$ cat config.mk
export PLATFORM = sky130hd
export DESIGN_NAME = extint_ctrl
export DESIGN_NICKNAME = d
export VERILOG_FILES = /design/src/rtl/extint_pkg.sv /design/src/rtl/extint_src_mux.sv /design/src/rtl/extint_sync.sv /design/src/rtl/extint_edge.sv /design/src/rtl/extint_regs.sv /design/src/rtl/extint_ctrl.sv
export SDC_FILE = /design/constraint.sdc
export NUM_CORES = 1
export LEC_CHECK = 0
export CELL_PAD_IN_SITES_DETAIL_PLACEMENT = 0
export CELL_PAD_IN_SITES_GLOBAL_PLACEMENT = 1
export CORE_AREA = 2 2 167 120
export DETAILED_ROUTE_END_ITERATION = 10
export DIE_AREA = 0 0 169 122
export DONT_BUFFER_PORTS = 1
export GPL_ROUTABILITY_DRIVEN = 0
export PLACE_DENSITY = 0.72
export SLEW_MARGIN = 20
export SYNTH_ARGS = -nofsm -noshare
export SYNTH_HDL_FRONTEND = slang
export SYNTH_HIERARCHICAL = 1
export SYNTH_SLANG_ARGS = --single-unit
$ cat constraint.sdc
create_clock -name clk -period 2.5 [get_ports clk]
set_clock_uncertainty 0.15 [all_clocks]
set_input_delay 0.5 -clock clk [delete_from_list [all_inputs] [get_ports clk]]
set_output_delay 0.5 -clock clk [all_outputs]
set_load 0.05 [all_outputs]
$ cat src/rtl/extint_pkg.sv
package extint_pkg;
  localparam int unsigned OFS_MASK     = 'h00;
  localparam int unsigned OFS_RISE     = 'h08;
  localparam int unsigned OFS_FALL     = 'h0C;
  localparam int unsigned OFS_PEND     = 'h14;
  localparam int unsigned OFS_SEL_BASE = 'h20;
  localparam int unsigned SYNC_STAGES  = 2;
endpackage

$ cat src/rtl/extint_src_mux.sv
module extint_src_mux #(
  parameter int NUM_LINES = 16,
  parameter int NUM_PORTS = 4,
  parameter int SEL_W     = 4
) (
  input  logic [NUM_PORTS*NUM_LINES-1:0] pins,
  input  logic [NUM_LINES*SEL_W-1:0]     sel,
  output logic [NUM_LINES-1:0]           line_in
);
  for (genvar i = 0; i < NUM_LINES; i++) begin : g_line
    logic [SEL_W-1:0] s;
    assign s = sel[i*SEL_W +: SEL_W];
    always_comb begin
      line_in[i] = 1'b0;
      for (int p = 0; p < NUM_PORTS; p++) begin
        if (s == SEL_W'(p)) line_in[i] = pins[p*NUM_LINES + i];
      end
    end
  end
endmodule

$ cat src/rtl/extint_sync.sv
module extint_sync #(
  parameter int WIDTH  = 16,
  parameter int STAGES = 2
) (
  input  logic             clk,
  input  logic             rst_n,
  input  logic [WIDTH-1:0] d,
  output logic [WIDTH-1:0] q
);
  logic [STAGES-1:0][WIDTH-1:0] chain;

  always_ff @(posedge clk or negedge rst_n) begin
    if (!rst_n) chain <= '0;
    else        chain <= {chain[STAGES-2:0], d};
  end

  assign q = chain[STAGES-1];
endmodule

$ cat src/rtl/extint_edge.sv
module extint_edge #(
  parameter int NUM_LINES = 16
) (
  input  logic                 clk,
  input  logic                 rst_n,
  input  logic [NUM_LINES-1:0] level,
  input  logic [NUM_LINES-1:0] rise_en,
  input  logic [NUM_LINES-1:0] fall_en,
  output logic [NUM_LINES-1:0] hit
);
  logic [NUM_LINES-1:0] prev_q;
  logic [NUM_LINES-1:0] went_up;
  logic [NUM_LINES-1:0] went_down;

  always_ff @(posedge clk or negedge rst_n) begin
    if (!rst_n) prev_q <= '0;
    else        prev_q <= level;
  end

  assign went_up   = level & ~prev_q;
  assign went_down = ~level & prev_q;
  assign hit       = (went_up & rise_en) | (went_down & fall_en);
endmodule

$ cat src/rtl/extint_regs.sv
module extint_regs
  import extint_pkg::*;
#(
  parameter int NUM_LINES = 16,
  parameter int SEL_W     = 4,
  parameter int ADDR_W    = 8,
  parameter int DATA_W    = 32
) (
  input  logic                       clk,
  input  logic                       rst_n,
  input  logic                       bus_wr,
  input  logic [ADDR_W-1:0]          bus_addr,
  input  logic [DATA_W-1:0]          bus_wdata,
  output logic [DATA_W-1:0]          bus_rdata,
  input  logic [NUM_LINES-1:0]       hit,
  output logic [NUM_LINES-1:0]       mask_q,
  output logic [NUM_LINES-1:0]       rise_q,
  output logic [NUM_LINES-1:0]       fall_q,
  output logic [NUM_LINES-1:0]       pend_q,
  output logic [NUM_LINES*SEL_W-1:0] sel_q
);
  localparam int SEL_BITS  = NUM_LINES * SEL_W;
  localparam int SEL_WORDS = (SEL_BITS + DATA_W - 1) / DATA_W;

  logic [SEL_WORDS*DATA_W-1:0] sel_all;
  logic                        wr_mask, wr_rise, wr_fall, wr_pend;
  logic [NUM_LINES-1:0]        clr_bits;

  assign wr_mask = bus_wr && (bus_addr == ADDR_W'(OFS_MASK));
  assign wr_rise = bus_wr && (bus_addr == ADDR_W'(OFS_RISE));
  assign wr_fall = bus_wr && (bus_addr == ADDR_W'(OFS_FALL));
  assign wr_pend = bus_wr && (bus_addr == ADDR_W'(OFS_PEND));

  assign clr_bits = wr_pend ? bus_wdata[NUM_LINES-1:0] : '0;

  always_ff @(posedge clk or negedge rst_n) begin
    if (!rst_n) begin
      mask_q <= '0;
      rise_q <= '0;
      fall_q <= '0;
    end else begin
      if (wr_mask) mask_q <= bus_wdata[NUM_LINES-1:0];
      if (wr_rise) rise_q <= bus_wdata[NUM_LINES-1:0];
      if (wr_fall) fall_q <= bus_wdata[NUM_LINES-1:0];
    end
  end

  always_ff @(posedge clk or negedge rst_n) begin
    if (!rst_n) begin
      sel_all <= '0;
    end else begin
      for (int w = 0; w < SEL_WORDS; w++) begin
        if (bus_wr && bus_addr == ADDR_W'(OFS_SEL_BASE + 4*w))
          sel_all[w*DATA_W +: DATA_W] <= bus_wdata;
      end
    end
  end

  // a fresh edge outranks a clear arriving on the same edge
  always_ff @(posedge clk or negedge rst_n) begin
    if (!rst_n) pend_q <= '0;
    else        pend_q <= (pend_q & ~clr_bits) | hit;
  end

  assign sel_q = sel_all[SEL_BITS-1:0];

  always_comb begin
    bus_rdata = '0;
    if (bus_addr == ADDR_W'(OFS_MASK)) bus_rdata = DATA_W'(mask_q);
    if (bus_addr == ADDR_W'(OFS_RISE)) bus_rdata = DATA_W'(rise_q);
    if (bus_addr == ADDR_W'(OFS_FALL)) bus_rdata = DATA_W'(fall_q);
    if (bus_addr == ADDR_W'(OFS_PEND)) bus_rdata = DATA_W'(pend_q);
    for (int w = 0; w < SEL_WORDS; w++) begin
      if (bus_addr == ADDR_W'(OFS_SEL_BASE + 4*w))
        bus_rdata = sel_all[w*DATA_W +: DATA_W];
    end
  end
endmodule

$ cat src/rtl/extint_ctrl.sv
module extint_ctrl
  import extint_pkg::*;
#(
  parameter int NUM_LINES = 16,
  parameter int NUM_PORTS = 4,
  parameter int SEL_W     = 4,
  parameter int ADDR_W    = 8,
  parameter int DATA_W    = 32
) (
  input  logic                           clk,
  input  logic                           rst_n,
  input  logic [NUM_PORTS*NUM_LINES-1:0] port_pins,
  input  logic                           bus_wr,
  input  logic [ADDR_W-1:0]              bus_addr,
  input  logic [DATA_W-1:0]              bus_wdata,
  output logic [DATA_W-1:0]              bus_rdata,
  output logic [NUM_LINES-1:0]           irq
);
  logic [NUM_LINES*SEL_W-1:0] sel_q;
  logic [NUM_LINES-1:0]       line_raw;
  logic [NUM_LINES-1:0]       line_sync;
  logic [NUM_LINES-1:0]       mask_q, rise_q, fall_q, pend_q;
  logic [NUM_LINES-1:0]       edge_hit;

  extint_src_mux #(
    .NUM_LINES(NUM_LINES), .NUM_PORTS(NUM_PORTS), .SEL_W(SEL_W)
  ) u_mux (
    .pins(port_pins), .sel(sel_q), .line_in(line_raw)
  );

  extint_sync #(
    .WIDTH(NUM_LINES), .STAGES(SYNC_STAGES)
  ) u_sync (
    .clk(clk), .rst_n(rst_n), .d(line_raw), .q(line_sync)
  );

  extint_edge #(
    .NUM_LINES(NUM_LINES)
  ) u_edge (
    .clk(clk), .rst_n(rst_n), .level(line_sync),
    .rise_en(rise_q), .fall_en(fall_q), .hit(edge_hit)
  );

  extint_regs #(
    .NUM_LINES(NUM_LINES), .SEL_W(SEL_W), .ADDR_W(ADDR_W), .DATA_W(DATA_W)
  ) u_regs (
    .clk(clk), .rst_n(rst_n), .bus_wr(bus_wr), .bus_addr(bus_addr),
    .bus_wdata(bus_wdata), .bus_rdata(bus_rdata), .hit(edge_hit),
    .mask_q(mask_q), .rise_q(rise_q), .fall_q(fall_q), .pend_q(pend_q),
    .sel_q(sel_q)
  );

  assign irq = pend_q & mask_q;
endmodule

==> results of run 1 <==
flip-flops by register name (all words and copies together), names as in the netlist:
| signal | flops |
|---|---|
| u_sync/chain | 16 |
| u_regs/pend_q | 16 |
| u_regs/mask_q | 16 |
| u_sync/q | 16 |
| u_regs/fall_q | 16 |
| u_regs/sel_q | 64 |
| u_edge/prev_q | 16 |
| u_regs/rise_q | 16 |
logic make-up after synthesis:
kind of cell,after synthesis,share of synthesized area [%]
flops,176,52.1
compound gates,116,10.8
buf+inv,50,4.07
mux,140,22.8
simple gates,133,10.1
metrics by stage:
stage | std cells | hold slack [ps] | utilization (%) | cell area (um^2) | setup TNS, ps
final | 885 | -389 | 51.2 | 9870 | 0
after global routing | 885 | -410 | 51.2 | 9870 | -35.9
after CTS | 884 | -406 | 51.1 | 9850 | 0
after detailed placement | 852 | 61.8 | 48.0 | 9240 | 0
after global placement | 852 | 62.2 | 48.0 | 9240 | 0
after floorplan | 615 | 54.4 | - | 8740 | -147
worst max-delay path, cell delays in order:
cell,delay [ps]
nor4b_4,360
and3_4,270
buf_4,170
a221o_1,190
a22o_2,170
buf_12,140
cells in the mapped netlist, drive strengths merged (2+ instances only):
master and instances:
and2 23, buf 39, o21ai 32, nor4b 2, nand2 35, mux2i 12
o21bai 2, nor2 18, o2bb2ai 10, clkbuf 10, a21o 16, nor4 2
nor2b 2, nand3b 17, a21oi 8, nand3 7, a22o 26, a221o 12
a31oi 4, or3 2, mux4 16, dfrtp 176, o211ai 2, nor3b 18
o221a 4, mux2 112
report_power, final:
part | internal [mW] | switching, mW | leakage [nW] | total [mW]
logic | 0.284 | 0.185 | 2.03 | 0.470
registers | 3.15 | 0.254 | 2.31 | 3.41
clock network | 1.46 | 1.25 | 0.298 | 2.71
area by class of cell:
cell class / count / share of cell area [%]
well taps: 247 / 3.13
inverters: 1 / 0.0380
flip-flops and latches: 176 / 44.6
multi-input cells: 389 / 40.1
clock inverters: 14 / 1.66
repair buffers: 40 / 6.00
clock buffers: 18 / 4.45
per-layer routing:
| layer | vias to the layer above | wire length (um) | part of all wire, % | global-route usage (%) |
|---|---|---|---|---|
| li1 | 2292 | - | - | - |
| met1 | 2691 | 9560 | 46 | 29.5 |
| met2 | 154 | 9730 | 46 | 34.4 |
| met3 | 10 | 1590 | 7.6 | 5.88 |
| met4 | 2 | 86 | 0.41 | 4.38 |
| met5 | - | 13 | 0.062 | 0 |
how the worst max path moves through the flow:
stage	start	to	slack, ps	cells past startpoint
after floorplan	bus_addr[6]	bus_rdata[11]	-40	5
after global placement	bus_addr[1]	bus_rdata[12]	40	6
after detailed placement	bus_addr[1]	bus_rdata[3]	40	6
after CTS	bus_addr[1]	bus_rdata[3]	30	6
after global routing	u_regs/mask_q[0]$_DFFE_PN0P_	bus_rdata[0]	-10	5
final	bus_addr[1]	bus_rdata[3]	50	6
timing repair:
action	CTS	global route
resized for setup	0	5
buffers inserted	0	1
hold endpoints to repair	176	176
setup endpoints to repair	0	10
==> results.json, run 1 <==
{
  "run_status": "finished, violations left",
  "violated_checks": "hold timing",
  "capturing_point_of_the_worst_reg2reg_path": "u_sync/chain[2]$_DFF_PN0_",
  "slew_headroom_pct": 61.6,
  "cts_tree": "yes",
  "dominantRegCellSynth": "dfrtp_1",
  "initial_core_util_pct": 43.8,
  "edff_count_synth": 0,
  "root_buffer": "clkbuf_16",
  "detail_route.first_pass.iterations": 4,
  "seq_area_frac_synth_pct": 52.1,
  "route.vias.total": 5149,
  "iter_0_drt_violations": 300,
  "clock_latency_ps": 430,
  "reg2reg_from": "u_regs/sel_q[8]$_DFFE_PN0P_",
  "clock-sinks": 176,
  "multiInputGateArea_um2": 3960,
  "grt_pass1_vias": 5692,
  "timing.final.max_slew_violations": 0,
  "fillerInstances": 1661,
  "irDropWorstVdd_uv": 457,
  "avgSynthCellArea_um2": 13.7,
  "layout-area-overhead-vs-synth_pct": 16.9,
  "worst_hold_path_type": "primary input to asynchronous set/reset pin",
  "worst_hold_slack_ps": -389,
  "synth_cell_types": 44,
  "worstSetupEndpointType": "output port",
  "first_pass_grt_wire_length_mm": 33.2,
  "reg2reg_setup_slack_ps": 1010,
  "synthArstFlopShare_pct": 100,
  "synth.net_count": 722,
  "antenna-diode-count": 0,
  "antenna_violating_nets_post_route": 0,
  "yosysTopAreaCell": "dfrtp_1",
  "final.period_utilization_pct": 98.1,
  "worst_setup_hold_path_clk_slew_ps": 70,
  "place_hpwl_mm": 14.3,
  "cts_htree_levels": 4,
  "post-synth-top-area-fraction_pct": 52.1,
  "fmax_ghz": 0.408,
  "post_synth_main_area_contributors": "dfrtp_1, mux2_4, mux2_2",
  "critical_path_start_end_classification": "primary input to output port",
  "worst_pin_slew_ps": 580,
  "io_pins": 155,
  "power.static_leakage_nw": 4.63,
  "ctsLongestPathBuffers": 2,
  "detail_route.drc_violations": 0,
  "track_usage_pct": 21.4,
  "nets": 732,
  "num_rows": 43,
  "numCtsBuffers": 17,
  "netlist_area_um2": 8450,
  "report.final.hold_viol_count": 176,
  "final_critical_path_setup_slack_ps": 48.3,
  "final_count_of_negative_setup_slack_endpoints": 0,
  "port_buffers": 0,
  "p_total_mw": 6.58,
  "die-width_um": 169,
  "rr_worst_depth": 2,
  "dpl_worst_slack_ps": 39.9,
  "dieArea_um2": 20600,
  "max_cap_viol_count": 0,
  "synthesized_instance_count": 615,
  "grt_max_degree": 177,
  "coreArea_um2": 19300,
  "worstPathArrival_ps": 1800,
  "layout.cells.most_common": "dfrtp_1",
  "post_drt_via_cell_ratio": 5.82,
  "fraction_of_layout_instances_using_a_drive_strength_above_1_pct": 38.9,
  "detail_route.wl_per_cell_um": 23.7,
  "grt_setup_unrepaired": "true",
  "die-height_um": 122,
  "total_of_flip_flops_plus_latches_after_synthesis": 176,
  "synth_warnings": 6,
  "layout_common_cells": "dfrtp_1, mux2_4, mux2_2, nand2_1, buf_12",
  "total_gr_overflow": 0,
  "worst_setup_path_start_kind": "primary input",
  "number_of_antenna_violations_at_the_first_check_in_global_routing": 1,
  "worstPathRequired_ps": 1850,
  "wl_mm": 21.0,
  "period_needed_ps": 2450,
  "power.density_nw_per_um2": 667,
  "ff_latch_area_um2": 4400,
  "worst-path-max-fanout": 7
}
Power figures use the tool's default switching activity.
==> run 2: changes to the inputs <==
CORE_AREA = 2 2 126 159   (was 2 2 167 120)
DIE_AREA = 0 0 128 161   (was 0 0 169 122)
PLACE_DENSITY = 0.71   (was 0.72)
==> run 2 against run 1 <==
Compared with the run above:
- the flow still finishes with violations (hold timing)
- cell area decreased by 0.22%
- via count increased by 1.5%
- cell count decreased by 1.4%
- total power decreased by 0.31%
- register-to-register slack about the same
- count of clock-buffer cells in the layout increased by 3
- critical path type unchanged
- highest routed layer is now met4
==> results.json, run 2 (synthesis results as in run 1) <==
{
  "run_status": "finished, violations left",
  "violated_checks": "hold timing",
  "port_buffers": 0,
  "wl_mm": 20.9,
  "crit_end": "bus_rdata[16]",
  "place_hpwl_mm": 14.3,
  "antenna_violating_nets_post_route": 0,
  "worst_setup_path_start_kind": "primary input",
  "worst_pin_slew_ps": 578,
  "first_pass_grt_wire_length_mm": 31.9,
  "cts_tree": "yes",
  "cts_htree_levels": 4,
  "layout.cells.most_common": "dfrtp_1",
  "stdcell_count": 873,
  "total_gr_overflow": 0,
  "final_count_of_negative_setup_slack_endpoints": 0,
  "timing.critical_path.from": "bus_addr[6]",
  "critical_path_start_end_classification": "primary input to output port",
  "final.period_utilization_pct": 98.6,
  "detail_route.wl_per_cell_um": 23.9,
  "post-cts-setup-buffer-count": 0,
  "finish.instance_area_um2": 9850,
  "worstPathArrival_ps": 1810,
  "worst_hold_slack_ps": -382,
  "capturing_point_of_the_worst_reg2reg_path": "u_sync/chain[2]$_DFF_PN0_",
  "worst-path-max-fanout": 19,
  "detail_route.drc_violations": 0,
  "grt_pass1_vias": 5687,
  "antenna-diode-count": 0,
  "numCtsBuffers": 17,
  "place_area_um2": 9240,
  "reg2reg_setup_slack_ps": 1010,
  "die-height_um": 161,
  "clock-sinks": 176,
  "worstPathRequired_ps": 1850,
  "nets": 735,
  "chain_of_cells_forming_the_critical_path": "nor4b_4, and2_2, buf_12, a22o_2, buf_12",
  "critPathSlowestCell": "and2_2",
  "worst_setup_hold_path_clk_slew_ps": 60,
  "tns_ps": 0,
  "max_cap_viol_count": 0,
  "largest_register_ffs": 64,
  "crit_path_frequent_cell": "buf_12",
  "layout-area-overhead-vs-synth_pct": 16.6,
  "coreArea_um2": 19100,
  "fmax_ghz": 0.406,
  "io_pins": 155,
  "report.final.hold_viol_count": 176,
  "ctsLongestPathBuffers": 2,
  "timing.final.max_slew_violations": 0,
  "worstSetupEndpointType": "output port",
  "post_drt_via_cell_ratio": 5.99,
  "worst_hold_path_type": "primary input to asynchronous set/reset pin",
  "iter_0_drt_violations": 288,
  "number_of_antenna_violations_at_the_first_check_in_global_routing": 0,
  "initial_core_util_pct": 44.2,
  "critical-path-max-stage-delay_ps": 390,
  "power.density_nw_per_um2": 666,
  "irDropWorstVdd_uv": 420,
  "power.static_leakage_nw": 4.63,
  "clock_latency_ps": 430,
  "slew_headroom_pct": 61.7,
  "track_usage_pct": 20.6,
  "reg2reg_from": "u_regs/sel_q[8]$_DFFE_PN0P_",
  "grt_max_degree": 177,
  "root_buffer": "clkbuf_16",
  "num_rows": 57,
  "layout_common_cells": "dfrtp_1, mux2_4, mux2_2, nand2_1",
  "rr_worst_depth": 2,
  "placedCellCount": 844,
  "detail_route.first_pass.iterations": 4,
  "dieArea_um2": 20600,
  "period_needed_ps": 2460,
  "fraction_of_layout_instances_using_a_drive_strength_above_1_pct": 38.3,
  "route.vias.total": 5226,
  "die-width_um": 128
}
run 2: changes by cell type in the layout (fill, tap and decap cells not counted), moves of 2 or more:
| cell | delta |
|---|---|
| bufinv_16 | +3 |
| clkbuf_1 | +3 |
| inv_6 | -4 |
| buf_4 | +3 |
| clkinv_2 | +2 |
| clkinv_4 | -3 |
| inv_8 | -5 |
run 2: worst min path at each step:
stage	startpoint	endpoint	slack [ps]	cells after the start
detailed placement	rst_n	u_sync/q[8]$_DFF_PN0_	70	0
global placement	rst_n	u_sync/q[8]$_DFF_PN0_	70	0
finish	rst_n	u_regs/sel_q[34]$_DFFE_PN0P_	-380	0
floorplan	rst_n	u_edge/prev_q[0]$_DFF_PN0_	50	0
CTS	rst_n	u_regs/sel_q[34]$_DFFE_PN0P_	-390	0
global route	rst_n	u_regs/sel_q[60]$_DFFE_PN0P_	-410	0
run 2: per-layer routing:
metal  global-route usage (%)  part of all wire (%)  vias to the layer above
met5                        0                     0                        -
li1                         -                     -                     2292
met2                     35.3                    51                      187
met3                     6.39                   7.5                       40
met1                     24.0                    38                     2707
met4                     8.59                   3.3                        0
run 2: metrics by stage:
step	util [%]	power [mW]	setup WS, ps
3_5_place_dp	48.3	3.91	63.8
6_report	51.5	6.56	36.2
5_1_grt	51.5	6.81	-4.49
4_1_cts	51.4	6.62	44.4
2_1_floorplan	-	3.83	-36.8
3_3_place_gp	48.3	3.88	35.4
run 2: layout make-up:
class                           count  area, um^2
Clock inverter                      7         138
Tap cell                          236         295
Timing Repair Buffer               43         609
Fill cell                        1625        9260
Multi-Input combinational cell    389        3950
Inverter                            1        3.75
Clock buffer                       21         450
Sequential cell                   176        4400
run 2: worst max-delay path, delay by kind of cell:
family / cells / cell delay, ps
compound gates: 1 / 200
buf+inv: 2 / 360
simple gates: 2 / 740
run 2: where the power goes:
part           leakage, nW  switching [mW]  internal (mW)
registers             2.31           0.234           3.16
clock network        0.285            1.03           1.67
logic                 2.04           0.186          0.285
total                 4.63            1.45           5.11
run 2: repair_timing:
action | in CTS | in global routing
endpoints found under the setup margin | 0 | 5
endpoints found under the hold margin | 176 | 176
gates resized for setup | 0 | 7
